## config.mk

```make
export PLATFORM = sky130hd
export DESIGN_NAME = tas_lock_requester
export DESIGN_NICKNAME = d
export VERILOG_FILES = /design/src/rtl/tasl_pkg.sv /design/src/rtl/tasl_backoff.sv /design/src/rtl/tasl_ctrl.sv /design/src/rtl/tas_lock_requester.sv
export SDC_FILE = /design/constraint.sdc
export NUM_CORES = 1
export LEC_CHECK = 0
export BUFFER_PORTS_ARGS = -buffer_cell sky130_fd_sc_hd__buf_2
export CAP_MARGIN = 20
export CORE_UTILIZATION = 32
export DETAILED_ROUTE_END_ITERATION = 8
export GPL_TIMING_DRIVEN = 0
export SYNTH_ARGS = -nofsm -noshare
export SYNTH_HDL_FRONTEND = slang
export SYNTH_SLANG_ARGS = --single-unit
```

## constraint.sdc

```tcl
create_clock -name clk -period 1.5 [get_ports clk]
set_input_delay 0.3 -clock clk [delete_from_list [all_inputs] [get_ports clk]]
set_output_delay 0.3 -clock clk [all_outputs]
set_load 0.01 [all_outputs]
```

## src/rtl/tasl_pkg.sv

```systemverilog
package tasl_pkg;

    typedef enum logic [1:0] {
        MEM_RD  = 2'b00,
        MEM_WR  = 2'b01,
        MEM_TAS = 2'b10
    } mem_op_e;

    typedef enum logic [2:0] {
        ST_IDLE,
        ST_POLL,
        ST_POLL_WAIT,
        ST_TAS,
        ST_TAS_WAIT,
        ST_BACKOFF,
        ST_HELD,
        ST_RELEASE
    } lock_state_e;

endpackage

```

## src/rtl/tasl_backoff.sv

```systemverilog
module tasl_backoff #(
    parameter int MAX_BACKOFF = 64,
    localparam int CW = $clog2(MAX_BACKOFF + 1)
) (
    input  logic clk,
    input  logic rst_n,
    input  logic arm_i,
    input  logic clear_i,
    output logic expire_o
);

    localparam logic [CW-1:0] MAXV = CW'(MAX_BACKOFF);

    logic [CW-1:0] interval_q;
    logic [CW-1:0] count_q;
    logic [CW:0]   doubled;
    logic [CW-1:0] next_interval;

    always_comb begin
        doubled = {interval_q, 1'b0};
        if (doubled > {1'b0, MAXV}) begin
            next_interval = MAXV;
        end else begin
            next_interval = doubled[CW-1:0];
        end
    end

    always_ff @(posedge clk) begin
        if (!rst_n) begin
            interval_q <= CW'(1);
            count_q    <= '0;
        end else if (arm_i) begin
            count_q    <= interval_q;
            interval_q <= next_interval;
        end else begin
            if (clear_i) begin
                interval_q <= CW'(1);
            end
            if (count_q != '0) begin
                count_q <= count_q - CW'(1);
            end
        end
    end

    assign expire_o = (count_q == CW'(1));

    p_interval_range_r7: assert property (@(posedge clk) disable iff (!rst_n)
        (interval_q != '0) && (interval_q <= MAXV));

    p_interval_reset_r8: assert property (@(posedge clk) disable iff (!rst_n)
        (clear_i && !arm_i) |=> (interval_q == CW'(1)));

endmodule

```

## src/rtl/tasl_ctrl.sv

```systemverilog
module tasl_ctrl
    import tasl_pkg::*;
(
    input  logic    clk,
    input  logic    rst_n,
    input  logic    acq_cmd_i,
    input  logic    rel_cmd_i,
    input  logic    mem_gnt_i,
    input  logic    mem_rvalid_i,
    input  logic    rd_nonzero_i,
    input  logic    bo_expire_i,
    output logic    mem_req_o,
    output mem_op_e mem_op_o,
    output logic    bo_arm_o,
    output logic    bo_clear_o,
    output logic    granted_o,
    output logic    holding_o
);

    lock_state_e state_q, state_d;
    logic        grant_q;

    always_comb begin
        state_d = state_q;
        unique case (state_q)
            ST_IDLE:      if (acq_cmd_i)    state_d = ST_POLL;
            ST_POLL:      if (mem_gnt_i)    state_d = ST_POLL_WAIT;
            ST_POLL_WAIT: if (mem_rvalid_i) state_d = rd_nonzero_i ? ST_POLL : ST_TAS;
            ST_TAS:       if (mem_gnt_i)    state_d = ST_TAS_WAIT;
            ST_TAS_WAIT:  if (mem_rvalid_i) state_d = rd_nonzero_i ? ST_BACKOFF : ST_HELD;
            ST_BACKOFF:   if (bo_expire_i)  state_d = ST_POLL;
            ST_HELD:      if (rel_cmd_i)    state_d = ST_RELEASE;
            ST_RELEASE:   if (mem_gnt_i)    state_d = ST_IDLE;
            default:                        state_d = ST_IDLE;
        endcase
    end

    always_ff @(posedge clk) begin
        if (!rst_n) begin
            state_q <= ST_IDLE;
            grant_q <= 1'b0;
        end else begin
            state_q <= state_d;
            grant_q <= (state_d == ST_HELD) && (state_q != ST_HELD);
        end
    end

    always_comb begin
        mem_req_o  = 1'b0;
        mem_op_o   = MEM_RD;
        bo_arm_o   = 1'b0;
        bo_clear_o = 1'b0;
        unique case (state_q)
            ST_POLL:     mem_req_o = 1'b1;
            ST_TAS: begin
                mem_req_o = 1'b1;
                mem_op_o  = MEM_TAS;
            end
            ST_TAS_WAIT: begin
                bo_arm_o   = mem_rvalid_i && rd_nonzero_i;
                bo_clear_o = mem_rvalid_i && !rd_nonzero_i;
            end
            ST_RELEASE: begin
                mem_req_o = 1'b1;
                mem_op_o  = MEM_WR;
            end
            default: ;
        endcase
    end

    assign granted_o = grant_q;
    assign holding_o = (state_q == ST_HELD);

    p_req_stable_r11: assert property (@(posedge clk) disable iff (!rst_n)
        (mem_req_o && !mem_gnt_i) |=> (mem_req_o && $stable(mem_op_o)));

    p_grant_pulse_r5: assert property (@(posedge clk) disable iff (!rst_n)
        granted_o |=> !granted_o);

    p_win_holds_r5: assert property (@(posedge clk) disable iff (!rst_n)
        (state_q == ST_TAS_WAIT && mem_rvalid_i && !rd_nonzero_i) |=> (granted_o && holding_o));

    p_fail_quiet_r6: assert property (@(posedge clk) disable iff (!rst_n)
        (state_q == ST_TAS_WAIT && mem_rvalid_i && rd_nonzero_i) |=> !mem_req_o);

    p_release_write_r9: assert property (@(posedge clk) disable iff (!rst_n)
        (holding_o && rel_cmd_i) |=> (mem_req_o && mem_op_o == MEM_WR && !holding_o));

    p_zero_read_tas_r4: assert property (@(posedge clk) disable iff (!rst_n)
        (state_q == ST_POLL_WAIT && mem_rvalid_i && !rd_nonzero_i) |=> (mem_req_o && mem_op_o == MEM_TAS));

endmodule

```

## src/rtl/tas_lock_requester.sv

```systemverilog
module tas_lock_requester #(
    parameter int DATA_W      = 8,
    parameter int MAX_BACKOFF = 64
) (
    input  logic              clk,
    input  logic              rst_n,
    input  logic              acq_cmd,
    input  logic              rel_cmd,
    output logic              granted,
    output logic              holding,
    output logic              mem_req,
    output logic [1:0]        mem_op,
    output logic [DATA_W-1:0] mem_wdata,
    input  logic              mem_gnt,
    input  logic              mem_rvalid,
    input  logic [DATA_W-1:0] mem_rdata
);

    import tasl_pkg::*;

    mem_op_e op_w;
    logic    bo_arm, bo_clear, bo_expire;
    logic    rd_nonzero;

    assign rd_nonzero = |mem_rdata;

    tasl_ctrl u_ctrl (
        .clk          (clk),
        .rst_n        (rst_n),
        .acq_cmd_i    (acq_cmd),
        .rel_cmd_i    (rel_cmd),
        .mem_gnt_i    (mem_gnt),
        .mem_rvalid_i (mem_rvalid),
        .rd_nonzero_i (rd_nonzero),
        .bo_expire_i  (bo_expire),
        .mem_req_o    (mem_req),
        .mem_op_o     (op_w),
        .bo_arm_o     (bo_arm),
        .bo_clear_o   (bo_clear),
        .granted_o    (granted),
        .holding_o    (holding)
    );

    tasl_backoff #(.MAX_BACKOFF(MAX_BACKOFF)) u_backoff (
        .clk      (clk),
        .rst_n    (rst_n),
        .arm_i    (bo_arm),
        .clear_i  (bo_clear),
        .expire_o (bo_expire)
    );

    assign mem_op    = op_w;
    assign mem_wdata = '0;

endmodule

```

==> results of run 1 <==
metal layers:
metal | vias up | share of wire (%) | routed length [µm]
met2 | 19 | 50 | 1130
met4 | 0 | 1.3 | 28
met1 | 442 | 43 | 971
met5 | - | 0 | 0
li1 | 480 | - | -
met3 | 4 | 4.9 | 109
power groups by stage:
stage	clock network (W)	registers (W)	logic [W]
finish	0.000301	0.000590	0.000553
global route	0.000326	0.000600	0.000638
CTS	0.000312	0.000591	0.000529
detailed placement	0	0.000602	0.000520
global placement	0	0.000600	0.000503
floorplan	0	0.000590	0.000419
cell type report:
class / count / area share [%]
buffer: 12 / 6.93
clock buffer: 4 / 2.68
inverter: 2 / 0.555
multi-input combinational: 97 / 48.7
sequential: 18 / 27.4
tap: 44 / 4.07
timing repair buffer: 22 / 9.61
through the flow:
stage | setup WS, ps | hold slack (ps) | cells | area, µm²
after floorplan | 119 | 449 | 129 | 1080
after global placement | -157 | 481 | 191 | 1220
after detailed placement | -171 | 486 | 191 | 1220
after CTS | 15.4 | 314 | 196 | 1290
after global routing | -12.5 | 352 | 199 | 1350
final | 34.1 | 326 | 199 | 1350
state kept, by name (all words and copies together) (netlist names):
register	cells
u_backoff.interval_q	7
u_ctrl.granted_o	1
u_ctrl.state_q	3
u_backoff.count_q	7
tightest hold or removal path: stages:
cell and delay, ps:
buf_2 130, o21ai_0 100, nor4_2 60
placed cells by master, fill, tap and decap left out, types with 3 or more instances in the layout:
| cell type | n |
|---|---|
| xnor2_1 | 3 |
| nand3_1 | 4 |
| dfxtp_1 | 13 |
| nand2_1 | 16 |
| nor2_1 | 6 |
| a22o_2 | 5 |
| clkbuf_4 | 3 |
| conb_1 | 8 |
| dfxtp_2 | 3 |
| nor3_1 | 3 |
| o21ai_0 | 4 |
| nor2b_1 | 3 |
| buf_6 | 4 |
| and3_1 | 3 |
| a21boi_0 | 7 |
| buf_2 | 17 |
| a21oi_1 | 3 |
| buf_4 | 12 |
cell families after synthesis:
kind of cell	after synthesis	share of synthesized area (%)
AND/OR/NAND/NOR	52	28.6
AO/OA/AOI/OAI	29	20.5
flip-flops	18	34.3
buffers and inverters	14	8.70
XOR/XNOR	5	4.17
adder cells (fa/ha/maj)	2	2.38
other	1	0.357
multiplexers	1	0.954
cells in the mapped netlist:
master,instances
a41oi_1,1
a22o_2,5
nand3_1,6
o211ai_1,1
a21o_1,1
ha_1,2
o21a_1,1
nor2_2,1
and2_1,3
a211oi_1,1
a21oi_2,1
clkbuf_1,2
nor3_1,3
a21boi_0,7
o21ai_0,4
xnor2_1,3
or4_1,1
nor3b_1,1
a21oi_1,3
nand2_1,17
and4b_4,1
xor2_1,2
o21ai_1,1
buf_6,1
a32o_1,1
nor4_4,2
or3_1,1
nor2b_1,5
inv_1,2
mux2i_1,1
conb_1,1
and3_1,3
o22ai_1,1
buf_2,1
dfxtp_1,18
nor4_2,1
o311ai_0,1
nor2_1,7
buf_4,8
what timing repair did:
action,in CTS,in global routing
gates cloned,0,0
gates resized for setup,10,13
pin swaps,0,2
buffers inserted,1,3
setup endpoints to repair,10,15
worst min path at each step:
stage	startpoint	endpoint	depth (start not counted)
after floorplan	u_backoff.interval_q[6]	u_backoff.count_q[6]	2
after global placement	u_backoff.interval_q[6]	u_backoff.count_q[6]	2
after detailed placement	u_backoff.interval_q[6]	u_backoff.count_q[6]	2
after CTS	rst_n	u_ctrl.granted_o	3
after global routing	rst_n	u_ctrl.granted_o	3
final	rst_n	u_ctrl.granted_o	3
==> flow_summary.yaml, run 1 <==
status:
  outcome: "finished clean"
cells_and_area:
  antenna_cells: 0
  nets: 172
  layout-drive-gt1-share_pct: 38.7
  syn2layout_area_growth_pct: 29.0
  final_core_util_pct: 44.0
  regArea_um2: 372
  multi_input_area_um2: 659
  fillers: 326
die:
  die_area_mm2: 0.00351
  num_rows: 20
  die_w_um: 59.3
  io_pins: 27
  die_h_um: 59.3
  coreArea_mm2: 0.00308
  start_util_pct: 34.1
clock_tree:
  cts_hold_buf: 0
  cts_tree: "built"
  root_buffer: "clkbuf_4"
  cts_buffers: 3
  worstSkewPairLatency_ps: 300
  cts.sinks: 18
  cts.clk_slew.worst_paths_ps: 100
  htreeDepth: 1
  max-clock-path-buffers: 2
timing:
  maxSlewViolCount: 0
  finalSetupViolCount: 0
  tns_ps: 0
  rsz0062_at_grt: "yes"
  skew_ps: 5.80
  fin_crit_ps: 1470
  hold_viol_final: 0
  period_share_pct: 97.7
  fmax_mhz: 682
drt:
  wl_per_cell_um: 11.3
  firstDrtPassIters: 4
  wirelength_um: 2240
  drt-initial-drc-count: 16
  final_antenna_net_count: 0
  drc: 0
  num_vias: 945
  viasPerCell: 4.75
logic_synthesis:
  synth-seq-area-share_pct: 34.3
  syn_avg_cell_area_um2: 8.60
  synthTopCellsByArea: "dfxtp_1, nand2_1, buf_4"
  yosysUniqueCellTypes: 39
  synth.top_cell.area_share_pct: 34.3
  syn_area_mm2: 0.00105
  synth_seq_cells: 18
  yosysWarnings: 0
  synth_top_area_cell: "dfxtp_1"
  syn_inst: 122
power_and_ir_drop:
  sequentialPowerShare_pct: 40.9
  power.switching_w: 0.000501
  power.leakage_nw: 0.570
  combPwrFrac_pct: 38.3
  peakVddDrop_mv: 0.741
  internal_power_w: 0.000942
  power_density_mw_per_mm2: 1070
  clkPwrFrac_pct: 20.8
  total_power_w: 0.00144
  swShare_pct: 34.7
worst_hold_path:
  hold_class: "primary input to register"
global_routing:
  grt_use_met1_pct: 17.8
  grt_pass1_wl_um: 3890
  grt_overflow: 0
  antenna_found_initial: 0
  grt_max_degree: 11
  busiest_layer: "met2"
  grt_pass1_vias: 898
  use_met3_pct: 4.80
  use_met2_pct: 25.4
  grt_usage_pct: 15.0
worst_setup_path:
  critPathSlowestCell: "dfxtp_2"
  cp-end-kind: "output pin"
  path_depth: 4
  criticalPathCategory: "register to output pin"
  crit_fanout: 8
  reg2reg_slack_ps: 60
  reg2reg_from: "u_backoff.interval_q[2]"
  max_stage_delay_ps: 340
  endpoint: "mem_op[1]"
  crit_arrival_ps: 1170
  crit_path_start: "u_ctrl.state_q[1]"
  cp_common_cell: "buf_6"
  worstSetupStartpointType: "register"
  cpLargestDelayFamily: "flip-flops"
  r2r-end: "u_backoff.interval_q[1]"
  path_buf_inv: 2
  reg2regPathDepth: 4
  cp_data_required_time_ps: 1200
  crit_chain: "buf_6 -> nor2b_4 -> and2_4 -> buf_6"
flow_run:
  cap_violations: 0
placement:
  gp_congestion: 0.828
  dp_hpwl_um: 1640
  place.port_buffers: 18
Power figures use the tool's default switching activity.
==> run 2, diff against run 1 <==
- CTS_CLUSTER_DIAMETER: default -> 120
- REMOVE_ABC_BUFFERS: default -> 1
==> run 2 against run 1 <==
Effect of this change: the run now ends with setup timing left; combinational power decreased by 9.0%; utilization decreased by 3.4 points; highest routed layer is now met3; clock power about the same; hold slack worse by 12 ps; die area did not move; cell count shrank 6.5%; non-clock buffer count decreased by 13; clock skew down 2.8 ps; wire length down 8.2%; setup slack lost 56 ps.
==> flow_summary.yaml, run 2 (synthesized netlist as in run 1, its figures left out) <==
drt:
  drt-initial-drc-count: 38
  num_vias: 889
  drc: 0
  firstDrtPassIters: 3
  viasPerCell: 4.78
  wirelength_um: 2060
  wl_per_cell_um: 11.0
  final_antenna_net_count: 0
global_routing:
  antenna_found_initial: 0
  grt_pass1_vias: 774
  grt_usage_pct: 12.4
  grt_max_degree: 15
  grt_pass1_wl_um: 3310
  grt_overflow: 0
cells_and_area:
  multi_input_area_um2: 667
  top_regs: "u_backoff.count_q: 7 flops, u_backoff.interval_q: 7 flops, u_ctrl.state_q: 3 flops"
  final_cell_mix: "buf_2, nand2_1, dfxtp_1"
  syn2layout_area_growth_pct: 19.1
  layout_commonest_cell: "buf_2"
  layout-drive-gt1-share_pct: 32.4
  fillers: 312
  antenna_cells: 0
  nets: 159
  regArea_um2: 372
timing:
  fmax_mhz: 657
  finalSetupViolCount: 5
  rsz0062_at_grt: "yes"
  fin_crit_ps: 1520
  maxSlewViolCount: 0
  timing.final.ws_setup_ps: -21.5
  period_share_pct: 101
  hold_viol_final: 0
  tns_ps: -50.9
  skew_ps: 3.03
clock_tree:
  cts.clk_slew.worst_paths_ps: 100
  worstSkewPairLatency_ps: 290
  max-clock-path-buffers: 2
  root_buffer: "clkbuf_4"
  cts.sinks: 18
  cts_hold_buf: 0
  cts_buffers: 3
  htreeDepth: 1
  cts_tree: "built"
placement:
  dp_hpwl_um: 1530
  place.port_buffers: 18
  gp_congestion: 0.788
  dp_slack_ps: -149
power_and_ir_drop:
  peakVddDrop_mv: 0.600
  total_power_w: 0.00140
  power.leakage_nw: 0.513
  power_density_mw_per_mm2: 1120
worst_setup_path:
  path_buf_inv: 0
  cpLargestDelayFamily: "simple AND/OR/NAND/NOR gates"
  cp_data_required_time_ps: 1740
  cp-end-kind: "register"
  crit_arrival_ps: 1760
  max_stage_delay_ps: 510
  criticalPathCategory: "register to register"
  crit_chain: "or4_1 -> o21ai_1 -> and4b_4 -> a22o_2"
  critPathSlowestCell: "or4_1"
  worstSetupStartpointType: "register"
  crit_fanout: 5
status:
  failed_checks: "setup timing"
  outcome: "finished, violations left"
die:
  die_h_um: 59.3
  die_w_um: 59.3
  start_util_pct: 34.1
  io_pins: 27
  num_rows: 20
  coreArea_mm2: 0.00308
  die_area_mm2: 0.00351
flow_run:
  cap_violations: 0
worst_hold_path:
  hold_class: "primary input to register"
==> run 2: final timing paths <==
path | start | endpoint | slack (ps) | depth (start not counted)
setup / recovery | u_backoff.interval_q[1] | u_backoff.interval_q[2] | -20 | 4
hold / removal | rst_n | u_ctrl.state_q[1] | 310 | 3
setup reg to reg | u_backoff.interval_q[1] | u_backoff.interval_q[2] | -20 | 4
hold reg to reg | u_backoff.interval_q[6] | u_backoff.count_q[6] | 500 | 2
==> run 2: power by group <==
part	switching [W]	internal, W	leakage (nW)
clock	0.000152	0.000148	0.0210
sequential	0.0000583	0.000537	0.150
combinational	0.000264	0.000238	0.342
total	0.000475	0.000923	0.513
==> run 2: final cells by class <==
class	count	area share, %
clock buffers	4	2.90
inverters	2	0.601
multi-input cells	97	53.4
flip-flops and latches	18	29.7
well taps	44	4.40
repair buffers	21	9.01
==> run 2: layer usage <==
metal / up-vias / routed length [µm] / track usage (%)
li1: 456 / - / -
met1: 418 / 931 / 15.3
met2: 15 / 1040 / 20.9
met3: 0 / 80 / 4.59
met4: 0 / 0 / 2.04
met5: - / 0 / 0
==> run 2: worst reg2reg max path: cells and delay by family (launching register included) <==
family             cells  cell delay [ps]
AOI/OAI and AO/OA      2              310
and+or+nand+nor        2              810
DFF                    1              350
==> run 2: repair_timing <==
action,in CTS,in global routing
setup endpoints to repair,11,11
setup buffers,0,3
pin swaps,0,4
resized for setup,6,9
==> run 2: per-stage QoR <==
step / instance area, µm² / instances / hold slack (ps) / util [%]
detailed placement: 1140 / 179 / 490 / 37.0
global route: 1250 / 186 / 337 / 40.6
finish: 1250 / 186 / 314 / 40.6
floorplan: 992 / 117 / 414 / -
CTS: 1190 / 183 / 309 / 38.7
global placement: 1140 / 179 / 479 / 37.0
